<file path="config.mk">
export PLATFORM = sky130hd
export DESIGN_NAME = i2c_slave_tx
export DESIGN_NICKNAME = d
export VERILOG_FILES = /design/src/rtl/i2c_slave_tx_pkg.sv /design/src/rtl/i2c_slave_tx_dp.sv /design/src/rtl/i2c_slave_tx_ctrl.sv /design/src/rtl/i2c_slave_tx.sv
export SDC_FILE = /design/constraint.sdc
export NUM_CORES = 1
export LEC_CHECK = 0
export CORE_MARGIN = 4
export CORE_UTILIZATION = 46
export CTS_BUF_LIST = sky130_fd_sc_hd__clkbuf_2 sky130_fd_sc_hd__clkbuf_4 sky130_fd_sc_hd__clkbuf_8
export DETAILED_ROUTE_END_ITERATION = 12
export PLACE_DENSITY = 0.79
export SYNTH_ARGS = -nofsm -noshare
export SYNTH_HDL_FRONTEND = slang
export SYNTH_SLANG_ARGS = --single-unit
</file>
<file path="constraint.sdc">
create_clock -name clk -period 1.7 [get_ports clk]
set_input_delay 0.255 -clock clk [delete_from_list [all_inputs] [get_ports clk]]
set_output_delay 0.255 -clock clk [all_outputs]
set_load 0.02 [all_outputs]
</file>
<file path="src/rtl/i2c_slave_tx_pkg.sv">
package i2c_slave_tx_pkg;

  typedef enum logic [2:0] {
    ST_IDLE,
    ST_ADDR,
    ST_ADDR_ACK,
    ST_TX_WAIT,
    ST_TX,
    ST_TX_ACK,
    ST_WAIT_STOP
  } slvState_t;

  // strobes from control to datapath
  typedef struct packed {
    logic cntClr;
    logic cntInc;
    logic shiftIn;
    logic shiftOut;
    logic load;
  } dpCtl_t;

endpackage

</file>
<file path="src/rtl/i2c_slave_tx_dp.sv">
module i2c_slave_tx_dp
  import i2c_slave_tx_pkg::*;
#(
  parameter int ADDR_W      = 7,
  parameter int SYNC_STAGES = 2,
  localparam int DATA_W     = ADDR_W + 1,
  localparam int CNT_W      = $clog2(DATA_W + 1)
) (
  input  logic              clk,
  input  logic              rstN,
  input  logic              sclIn,
  input  logic              sdaIn,
  input  dpCtl_t            ctl,
  input  logic [DATA_W-1:0] wrData,
  input  logic [ADDR_W-1:0] ownAddr,
  output logic              sclNow,
  output logic              sdaNow,
  output logic              sclRise,
  output logic              sclFall,
  output logic              startDet,
  output logic              stopDet,
  output logic              byteDone,
  output logic              addrMatch,
  output logic              rwBit,
  output logic              txBit,
  output logic [DATA_W-1:0] shiftReg
);

  logic [SYNC_STAGES-1:0] sclSync, sdaSync;
  logic sclPrev, sdaPrev;
  logic [CNT_W-1:0] bitCnt;

  // line synchronisers, idle level is high
  always_ff @(posedge clk or negedge rstN) begin
    if (!rstN) begin
      sclSync <= '1;
      sdaSync <= '1;
      sclPrev <= 1'b1;
      sdaPrev <= 1'b1;
    end else begin
      sclSync <= {sclSync[SYNC_STAGES-2:0], sclIn};
      sdaSync <= {sdaSync[SYNC_STAGES-2:0], sdaIn};
      sclPrev <= sclSync[SYNC_STAGES-1];
      sdaPrev <= sdaSync[SYNC_STAGES-1];
    end
  end

  assign sclNow   = sclSync[SYNC_STAGES-1];
  assign sdaNow   = sdaSync[SYNC_STAGES-1];
  assign sclRise  = sclNow & ~sclPrev;
  assign sclFall  = ~sclNow & sclPrev;
  assign startDet = sclNow & sclPrev & sdaPrev & ~sdaNow;
  assign stopDet  = sclNow & sclPrev & ~sdaPrev & sdaNow;

  always_ff @(posedge clk or negedge rstN) begin
    if (!rstN) begin
      shiftReg <= '1;
      bitCnt   <= '0;
    end else begin
      if (ctl.load)          shiftReg <= wrData;
      else if (ctl.shiftIn)  shiftReg <= {shiftReg[DATA_W-2:0], sdaNow};
      else if (ctl.shiftOut) shiftReg <= {shiftReg[DATA_W-2:0], 1'b1};
      if (ctl.cntClr)        bitCnt <= '0;
      else if (ctl.cntInc)   bitCnt <= bitCnt + 1'b1;
    end
  end

  assign byteDone  = (bitCnt == CNT_W'(DATA_W));
  assign addrMatch = (shiftReg[DATA_W-1:1] == ownAddr);
  assign rwBit     = shiftReg[0];
  assign txBit     = shiftReg[DATA_W-1];

endmodule

</file>
<file path="src/rtl/i2c_slave_tx_ctrl.sv">
module i2c_slave_tx_ctrl
  import i2c_slave_tx_pkg::*;
(
  input  logic   clk,
  input  logic   rstN,
  input  logic   sclRise,
  input  logic   sclFall,
  input  logic   startDet,
  input  logic   stopDet,
  input  logic   sdaNow,
  input  logic   byteDone,
  input  logic   addrMatch,
  input  logic   rwBit,
  input  logic   txBit,
  input  logic   dataWr,
  input  logic   dataRd,
  input  logic   irqClr,
  input  logic   trsClr,
  input  logic   ackClr,
  output dpCtl_t ctl,
  output logic   irqFlag,
  output logic   xmitMode,
  output logic   ackStat,
  output logic   sclDriveLow,
  output logic   sdaDriveLow
);

  slvState_t st, stNext;
  logic setIrq, setHold, relHold, setTrs, takeAck, abort, holdQ;

  always_comb begin
    stNext  = st;
    ctl     = '0;
    setIrq  = 1'b0;
    setHold = 1'b0;
    relHold = 1'b0;
    setTrs  = 1'b0;
    takeAck = 1'b0;
    abort   = startDet | stopDet;
    if (stopDet) begin
      stNext = ST_IDLE;
    end else if (startDet) begin
      stNext     = ST_ADDR;
      ctl.cntClr = 1'b1;
    end else begin
      case (st)
        ST_ADDR: begin
          if (sclRise && !byteDone) begin
            ctl.shiftIn = 1'b1;
            ctl.cntInc  = 1'b1;
          end else if (sclFall && byteDone) begin
            if (addrMatch && rwBit) begin
              stNext = ST_ADDR_ACK;
              setTrs = 1'b1;
            end else begin
              stNext = ST_WAIT_STOP;
            end
          end
        end
        ST_ADDR_ACK: begin
          if (sclFall) begin
            setIrq  = 1'b1;
            setHold = 1'b1;
            stNext  = ST_TX_WAIT;
          end
        end
        ST_TX_WAIT: begin
          if (dataWr && xmitMode) begin
            ctl.load   = 1'b1;
            ctl.cntClr = 1'b1;
            relHold    = 1'b1;
            stNext     = ST_TX;
          end else if (dataRd && !xmitMode) begin
            relHold = 1'b1;
            stNext  = ST_WAIT_STOP;
          end
        end
        ST_TX: begin
          if (sclRise && !byteDone) begin
            ctl.cntInc = 1'b1;
          end else if (sclFall) begin
            if (byteDone) stNext = ST_TX_ACK;
            else          ctl.shiftOut = 1'b1;
          end
        end
        ST_TX_ACK: begin
          if (sclRise) begin
            takeAck = 1'b1;
          end else if (sclFall) begin
            setIrq  = 1'b1;
            setHold = 1'b1;
            stNext  = ST_TX_WAIT;
          end
        end
        default: ;
      endcase
    end
  end

  always_ff @(posedge clk or negedge rstN) begin
    if (!rstN) begin
      st       <= ST_IDLE;
      xmitMode <= 1'b0;
      irqFlag  <= 1'b0;
      ackStat  <= 1'b0;
      holdQ    <= 1'b0;
    end else begin
      st <= stNext;
      if (abort)       xmitMode <= 1'b0;
      else if (setTrs) xmitMode <= 1'b1;
      else if (trsClr) xmitMode <= 1'b0;
      if (setIrq)      irqFlag <= 1'b1;
      else if (irqClr) irqFlag <= 1'b0;
      if (takeAck)     ackStat <= sdaNow;
      else if (ackClr) ackStat <= 1'b0;
      if (abort)        holdQ <= 1'b0;
      else if (setHold) holdQ <= 1'b1;
      else if (relHold) holdQ <= 1'b0;
    end
  end

  assign sclDriveLow = holdQ;
  assign sdaDriveLow = (st == ST_ADDR_ACK) | ((st == ST_TX) & ~txBit);

endmodule

</file>
<file path="src/rtl/i2c_slave_tx.sv">
module i2c_slave_tx
  import i2c_slave_tx_pkg::*;
#(
  parameter int ADDR_W      = 7,
  parameter int SYNC_STAGES = 2,
  localparam int DATA_W     = ADDR_W + 1
) (
  input  logic              clk,
  input  logic              rstN,
  input  logic              sclIn,
  input  logic              sdaIn,
  output logic              sclDriveLow,
  output logic              sdaDriveLow,
  input  logic [ADDR_W-1:0] ownAddr,
  input  logic [DATA_W-1:0] wrData,
  input  logic              dataWr,
  input  logic              dataRd,
  output logic [DATA_W-1:0] rdData,
  input  logic              irqClr,
  input  logic              trsClr,
  input  logic              ackClr,
  output logic              irqFlag,
  output logic              xmitMode,
  output logic              ackStat
);

  dpCtl_t dpCtl;
  logic sclNow, sdaNow, sclRise, sclFall, startDet, stopDet;
  logic byteDone, addrMatch, rwBit, txBit;

  i2c_slave_tx_dp #(.ADDR_W(ADDR_W), .SYNC_STAGES(SYNC_STAGES)) uDp (
    .clk(clk), .rstN(rstN), .sclIn(sclIn), .sdaIn(sdaIn),
    .ctl(dpCtl), .wrData(wrData), .ownAddr(ownAddr),
    .sclNow(sclNow), .sdaNow(sdaNow), .sclRise(sclRise), .sclFall(sclFall),
    .startDet(startDet), .stopDet(stopDet), .byteDone(byteDone),
    .addrMatch(addrMatch), .rwBit(rwBit), .txBit(txBit), .shiftReg(rdData)
  );

  i2c_slave_tx_ctrl uCtrl (
    .clk(clk), .rstN(rstN), .sclRise(sclRise), .sclFall(sclFall),
    .startDet(startDet), .stopDet(stopDet), .sdaNow(sdaNow),
    .byteDone(byteDone), .addrMatch(addrMatch), .rwBit(rwBit), .txBit(txBit),
    .dataWr(dataWr), .dataRd(dataRd), .irqClr(irqClr), .trsClr(trsClr),
    .ackClr(ackClr), .ctl(dpCtl), .irqFlag(irqFlag), .xmitMode(xmitMode),
    .ackStat(ackStat), .sclDriveLow(sclDriveLow), .sdaDriveLow(sdaDriveLow)
  );

endmodule

</file>
==> reports/results.txt, run 1 <==
Worst EP arrival: 1.95 ns
Seq/Total Area, Yosys: 0.4349
clock network fraction of total power: 0.103
Final Cycle Share: 0.9800
gpl congestion: 0.8264
Yosys cell types: 52
sequential cell area: 643.1 um2
# fillers: 242
Port Buf Inserts: 36
Area Overhead vs Synth: 37.90%
drt pass-1 iters: 4
Setup violations, final: 0
Leak Pwr: 0.0008580 uW
grt ovf: 0
Starting Density: 0.4844
Remaining DRCs: 0
yosys warns: 0
CTS tree: yes
PD cells: 1349 mW/mm2
Min-Delay Path Class: input pin to asynchronous set/reset pin
pin count of the biggest net entering global routing: 26
ANT nets after route: 0
top-count cell post-synth: dfstp_2
Logic pwr share: 0.520
final number of max-transition violations: 0
post-synthesis xor/xnor area fraction: 0.07107
peak supply drop: 0.6430 mV
I/O pin cnt: 37
DR WL/cell: 15.19 um
Post-Route WL: 3494 um
share of cells above drive strength 1: 0.2581
sequential fraction of design power: 0.377
cell taking the most area after synthesis: dfstp_2
CTS Root Cell: clkbuf_4
min Tclk post-route: 1.666 ns
TritonCTS Buffers: 3
count of final hold-check violations: 0
Fmax: 600.2 MHz
vias in the first global route: 1304
clk sink count: 25
die area: 0.004186 mm2
Synth Area in Compound Gates: 0.2022
Synth area leaders: dfstp_2 25%, dfrtp_1 19%, xnor2_1 7.1%, a22o_1 4.1%, a21o_1 3.6%
kind of critical path: flip-flop to flip-flop
Async SR Flop Fraction: 1.000
GRT Overall Usage: 0.1749
Top Family by Delay on Critical Path: compound AO/OA/AOI/OAI gates
CP max stage delay: 0.64 ns
htree depth: 1
first-pass GRT wire length: 5865 um
synth cell count leaders: 14 x dfstp_2, 12 x xnor2_1, 11 x dfrtp_1, 8 x nor2_1
Crit path buffers/inverters: 1
crit-path cells: nand2_1 -> o2111a_1 -> buf_4 -> a22o_1 -> a21o_1
Pint: 1634 uW
Clock Tree Buf Depth: 2
area of the multi-input gates: 787.0 um2
Worst path slowest cell: dfstp_2
FP Rows: 20
Die H: 64.70 um
ant diodes: 0
Rel. slew slack: 0.7125
number of synthesized flops with an enable pin: 0
outcome: finished, final reports clean
vias per inst: 5.448
P_sw: 1117 uW
initial antenna violation count: 0
fin nets: 213
Mean Syn Cell Area: 10.64 um2
CP Max Fanout: 10
synthesized area: 0.001479 mm2
Vias: 1253
Die Width: 64.70 um
multiplexer share of the synthesized area: 0.01438
Worst Tran Pin Value: 0.4282 ns
CTS Hold Bufs: 0
Main synth FF type: dfstp_2
dpl hpwl: 2630 um
Switching Share: 0.4060
Synth Area in Adders: 0.01692
Overall Power: 2751 uW
WHS: 0.2521 ns
Crit. End Element: flip-flop
FF+latch count, synth: 25
max cap viols: 0
crit path launch: uDp.sclSync[1]$_DFF_PN1_
r2r startpoint: uDp.sclSync[1]$_DFF_PN1_
simple-gate share of the synthesized area: 0.2056
Synth top area share: 0.2487
startpoint types: flip-flop
Reg clk slew, reported paths: 0.14 ns
CP Data Required Time: 1.98 ns
main combinational cell family by area after synthesis: simple AND/OR/NAND/NOR gates
1st-iter DRT viols: 30
clk_skew: 0.004809 ns
Synth Net Count: 165
Skew-Pair Late Insertion Delay: 0.33 ns
Core ar.: 0.003053 mm2
Post-Syn Instances: 139
[per-stage QoR]
stage	instances	TNS [ns]	util	instance area [um2]	setup slack, ns
after detailed placement	221	0	0.6336	1934	0.03350
after CTS	225	0	0.6406	1956	0.01991
after global placement	221	0	0.6336	1934	0.1045
after global routing	230	-0.1437	0.6680	2039	-0.03531
after floorplan	139	0	-	1479	0.09449
final	230	0	0.6680	2039	0.03398
[path summary, 6_finish.rpt]
path	endpoint	slack [ns]	cells past startpoint
max in group asynchronous	uDp.sdaPrev$_DFF_PN1_	1.16	2
setup reg to reg	uDp.shiftReg[3]$_DFFE_PN1P_	0.03	5
setup / recovery	uDp.shiftReg[3]$_DFFE_PN1P_	0.03	5
min in group clk	uDp.sclSync[0]$_DFF_PN1_	0.30	1
hold reg to reg	uDp.sdaSync[1]$_DFF_PN1_	0.37	0
hold / removal	uDp.bitCnt[3]$_DFFE_PN0P_	0.25	2
[area by class of cell]
cell class | instances | area share
Sequential cell | 25 | 0.3153
Clock buffer | 3 | 0.01104
Clock inverter | 1 | 0.003681
Tap cell | 44 | 0.02699
Multi-Input combinational cell | 98 | 0.3859
Timing Repair Buffer | 52 | 0.2442
Inverter | 7 | 0.01288
[logic make-up after synthesis]
logic type	Yosys count
simple gates	44
compound gates	38
flops	25
buf+inv	16
xor+xnor	12
mux	2
fa+ha+maj	2
[cells in the final DEF (no fill, tap or decap), types with 2 or more instances in the layout]
| master | n |
|---|---|
| nor2_1 | 8 |
| nor2b_1 | 3 |
| ha_1 | 2 |
| dlygate4sd2_1 | 8 |
| o21a_1 | 2 |
| o21ai_0 | 4 |
| inv_1 | 7 |
| nor4_1 | 2 |
| clkdlybuf4s50_1 | 27 |
| nor3_1 | 3 |
| nand2_1 | 3 |
| a31oi_1 | 2 |
| xnor2_1 | 12 |
| buf_6 | 2 |
| dfstp_2 | 14 |
| buf_12 | 2 |
| clkbuf_4 | 3 |
| nand3_1 | 2 |
| nand2b_1 | 3 |
| o22ai_1 | 2 |
| a21o_1 | 7 |
| nand4_1 | 2 |
| dfrtp_1 | 11 |
| buf_4 | 12 |
| nor3b_1 | 2 |
| a22o_1 | 7 |
| a21oi_1 | 3 |
| nand4bb_4 | 2 |
[power groups by stage]
stage	Sequential [uW]	Combinational, uW	Clock (uW)
3_5_place_dp	1030	1410	0
6_report	1040	1430	283
4_1_cts	1020	1350	288
3_3_place_gp	1030	1360	0
2_1_floorplan	1090	811	0
5_1_grt	1070	1560	303
[registers in the layout (all words and copies together) (netlist names)]
signal,count
uCtrl.xmitMode,1
uDp.shiftReg,8
uDp.sdaSync,2
uCtrl.ackStat,1
uCtrl.st,3
uDp.sclSync,2
uDp.sclPrev,1
uCtrl.sclDriveLow,1
uDp.sdaPrev,1
uDp.bitCnt,4
uCtrl.irqFlag,1
[metal layers]
metal / wire (um) / vias up / share of wire / GRT usage
li1: - / 601 / - / -
met4: 22 / 0 / 0.0063 / 0.06332
met5: 0 / - / 0 / 0
met2: 1732 / 58 / 0.50 / 0.2861
met3: 216 / 2 / 0.062 / 0.03120
met1: 1522 / 592 / 0.44 / 0.2308
[what timing repair did]
action | CTS | global route
endpoints found under the setup margin | 9 | 15
pin swaps | 0 | 2
setup buffers | 0 | 5
resized for setup | 11 | 10
No activity file was read; power rests on OpenSTA's default activity.
==> run 2, diff against run 1 <==
--- a/config.mk
+++ b/config.mk
@@ -10,6 +10,7 @@
 export CTS_BUF_LIST = sky130_fd_sc_hd__clkbuf_2 sky130_fd_sc_hd__clkbuf_4 sky130_fd_sc_hd__clkbuf_8
 export DETAILED_ROUTE_END_ITERATION = 12
 export PLACE_DENSITY = 0.79
+export SETUP_SLACK_MARGIN = 0.1
 export SYNTH_ARGS = -nofsm -noshare
 export SYNTH_HDL_FRONTEND = slang
 export SYNTH_SLANG_ARGS = --single-unit
==> run 2 against run 1 <==
Compared with the run above: clock skew is 0.0027 ns higher; non-clock buffer count is 3 higher; final cell count is 1.3% higher; flip-flop and latch count stayed put; sequential share of layout area is 0.49 points lower; critical endpoint is now uDp.shiftReg[7]$_DFFE_PN1P_; combinational power hardly changed; critical path type unchanged; first-iteration DRC count grew to 2.6 times the previous value.
==> reports/results.txt, run 2 (synthesis results as in run 1) <==
Starting Density: 0.4844
P_sw: 1147 uW
Pint: 1639 uW
Vias: 1319
DR WL/cell: 16.44 um
1st-iter DRT viols: 79
Post-Route WL: 3830 um
final number of max-transition violations: 0
CTS tree: yes
Logic pwr share: 0.524
GRT Overall Usage: 0.1767
Worst EP arrival: 1.92 ns
gpl congestion: 0.8060
Reg clk slew, reported paths: 0.14 ns
ANT nets after route: 0
Core ar.: 0.003053 mm2
vias in the first global route: 1267
Die H: 64.70 um
peak supply drop: 0.6219 mV
Crit. End Element: flip-flop
Port Buf Inserts: 36
Die Width: 64.70 um
count of final hold-check violations: 0
Fmax: 610.4 MHz
Rel. slew slack: 0.7123
Switching Share: 0.4117
pin count of the biggest net entering global routing: 26
WHS: 0.2616 ns
PD cells: 1342 mW/mm2
max cap viols: 0
outcome: finished, final reports clean
Largest register FFs: 8
Min-Delay Path Class: input pin to asynchronous set/reset pin
Final Cycle Share: 0.9637
htree depth: 1
most frequent cells in the layout: 24 x clkdlybuf4s50_1, 15 x buf_4, 14 x dfstp_2
clock network fraction of total power: 0.099
Finished Core Util: 0.6799
drt pass-1 iters: 4
Setup violations, final: 0
vias per inst: 5.661
kind of critical path: flip-flop to flip-flop
CP Data Required Time: 1.98 ns
TritonCTS Buffers: 3
clk sink count: 25
Remaining DRCs: 0
Area Overhead vs Synth: 40.36%
FP Rows: 20
Biggest register: uDp.shiftReg
commonest non-fill, non-tap cell in the layout: clkdlybuf4s50_1
dpl hpwl: 2661 um
CTS Hold Bufs: 0
Skew-Pair Late Insertion Delay: 0.33 ns
Worst Tran Pin Value: 0.4284 ns
CTS Root Cell: clkbuf_4
grt ovf: 0
die area: 0.004186 mm2
R2R Setup Slk: 0.06 ns
CP Max Fanout: 8
I/O pin cnt: 37
sequential fraction of design power: 0.377
clk_skew: 0.007543 ns
ant diodes: 0
initial antenna violation count: 0
biggest regs: uDp.shiftReg x8, uDp.bitCnt x4, uCtrl.st x3
Leak Pwr: 0.0009048 uW
RSZ-0062 raised after global routing: yes
first-pass GRT wire length: 5796 um
min Tclk post-route: 1.638 ns
Overall Power: 2786 uW
Clock Tree Buf Depth: 2
startpoint types: flip-flop
share of cells above drive strength 1: 0.3016
fin nets: 216
# fillers: 256
## run 2: cell types whose count changed in the layout (fill, tap and decap cells not counted), sizes merged
| cell | before | now |
|---|---|---|
| clkdlybuf4s50 | 27 | 24 |
| clkinv | 0 | 1 |
| dlymetal6s2s | 0 | 1 |
| clkinvlp | 1 | 0 |
| dlygate4sd2 | 8 | 10 |
| buf | 17 | 20 |
## run 2: final cells by class
| type | count | area, um2 | share of cell area |
|---|---|---|---|
| Multi-Input combinational cell | 98 | 813.3 | 0.3918 |
| Clock buffer | 3 | 22.52 | 0.01085 |
| Timing Repair Buffer | 55 | 509.2 | 0.2453 |
| Inverter | 7 | 26.28 | 0.01266 |
| Sequential cell | 25 | 644.4 | 0.3104 |
| Tap cell | 44 | 55.05 | 0.02652 |
| Clock inverter | 1 | 5.005 | 0.002411 |
## run 2: final timing paths
kind	from	to	cells past startpoint
max	uDp.sclSync[1]$_DFF_PN1_	uDp.shiftReg[7]$_DFFE_PN1P_	5
min	rstN	uCtrl.st[1]$_DFFE_PN0P_	2
max reg2reg	uDp.sclSync[1]$_DFF_PN1_	uDp.shiftReg[7]$_DFFE_PN1P_	5
min reg2reg	uDp.sdaSync[0]$_DFF_PN1_	uDp.sdaSync[1]$_DFF_PN1_	0
max in group asynchronous	rstN	uDp.sclPrev$_DFF_PN1_	2
min in group clk	sclIn	uDp.sclSync[0]$_DFF_PN1_	1
## run 2: timing repair
action                                  in CTS  in global routing
endpoints found under the setup margin      22                 19
cloned                                       0                  1
setup buffers                                1                  5
pin swaps                                    2                 11
gates resized for setup                     26                 14
## run 2: layer usage
metal | wire, um | vias up | GRT usage | part of all wire
li1 | - | 608 | - | -
met1 | 1545 | 650 | 0.2195 | 0.40
met2 | 1988 | 55 | 0.3078 | 0.52
met3 | 249 | 6 | 0.03640 | 0.065
met4 | 46 | 0 | 0.05013 | 0.012
met5 | 0 | - | 0 | 0
## run 2: power by group through the flow
stage	Clock, uW	Combinational [uW]	Sequential (uW)
detailed placement	0	1400	1040
global route	304	1570	1080
CTS	285	1380	1040
global placement	0	1350	1030
finish	276	1460	1050
floorplan	0	811	1090
## run 2: stage by stage
step | TNS (ns) | worst slack (ns) | instances | cell area (um2)
2_1_floorplan | 0 | 0.09668 | 139 | 1479
3_3_place_gp | 0 | 0.08002 | 222 | 1929
3_5_place_dp | -0.01319 | -0.01319 | 222 | 1929
4_1_cts | 0 | 0.1047 | 227 | 1991
5_1_grt | -0.03292 | -0.03292 | 233 | 2076
6_report | 0 | 0.06170 | 233 | 2076
## run 2: critical path, stage by stage (launching register included)
cell      delay (ns)
dfstp_2         0.70
nand2_4         0.09
o2111a_2        0.28
buf_6           0.13
a22o_1          0.23
a21o_1          0.16
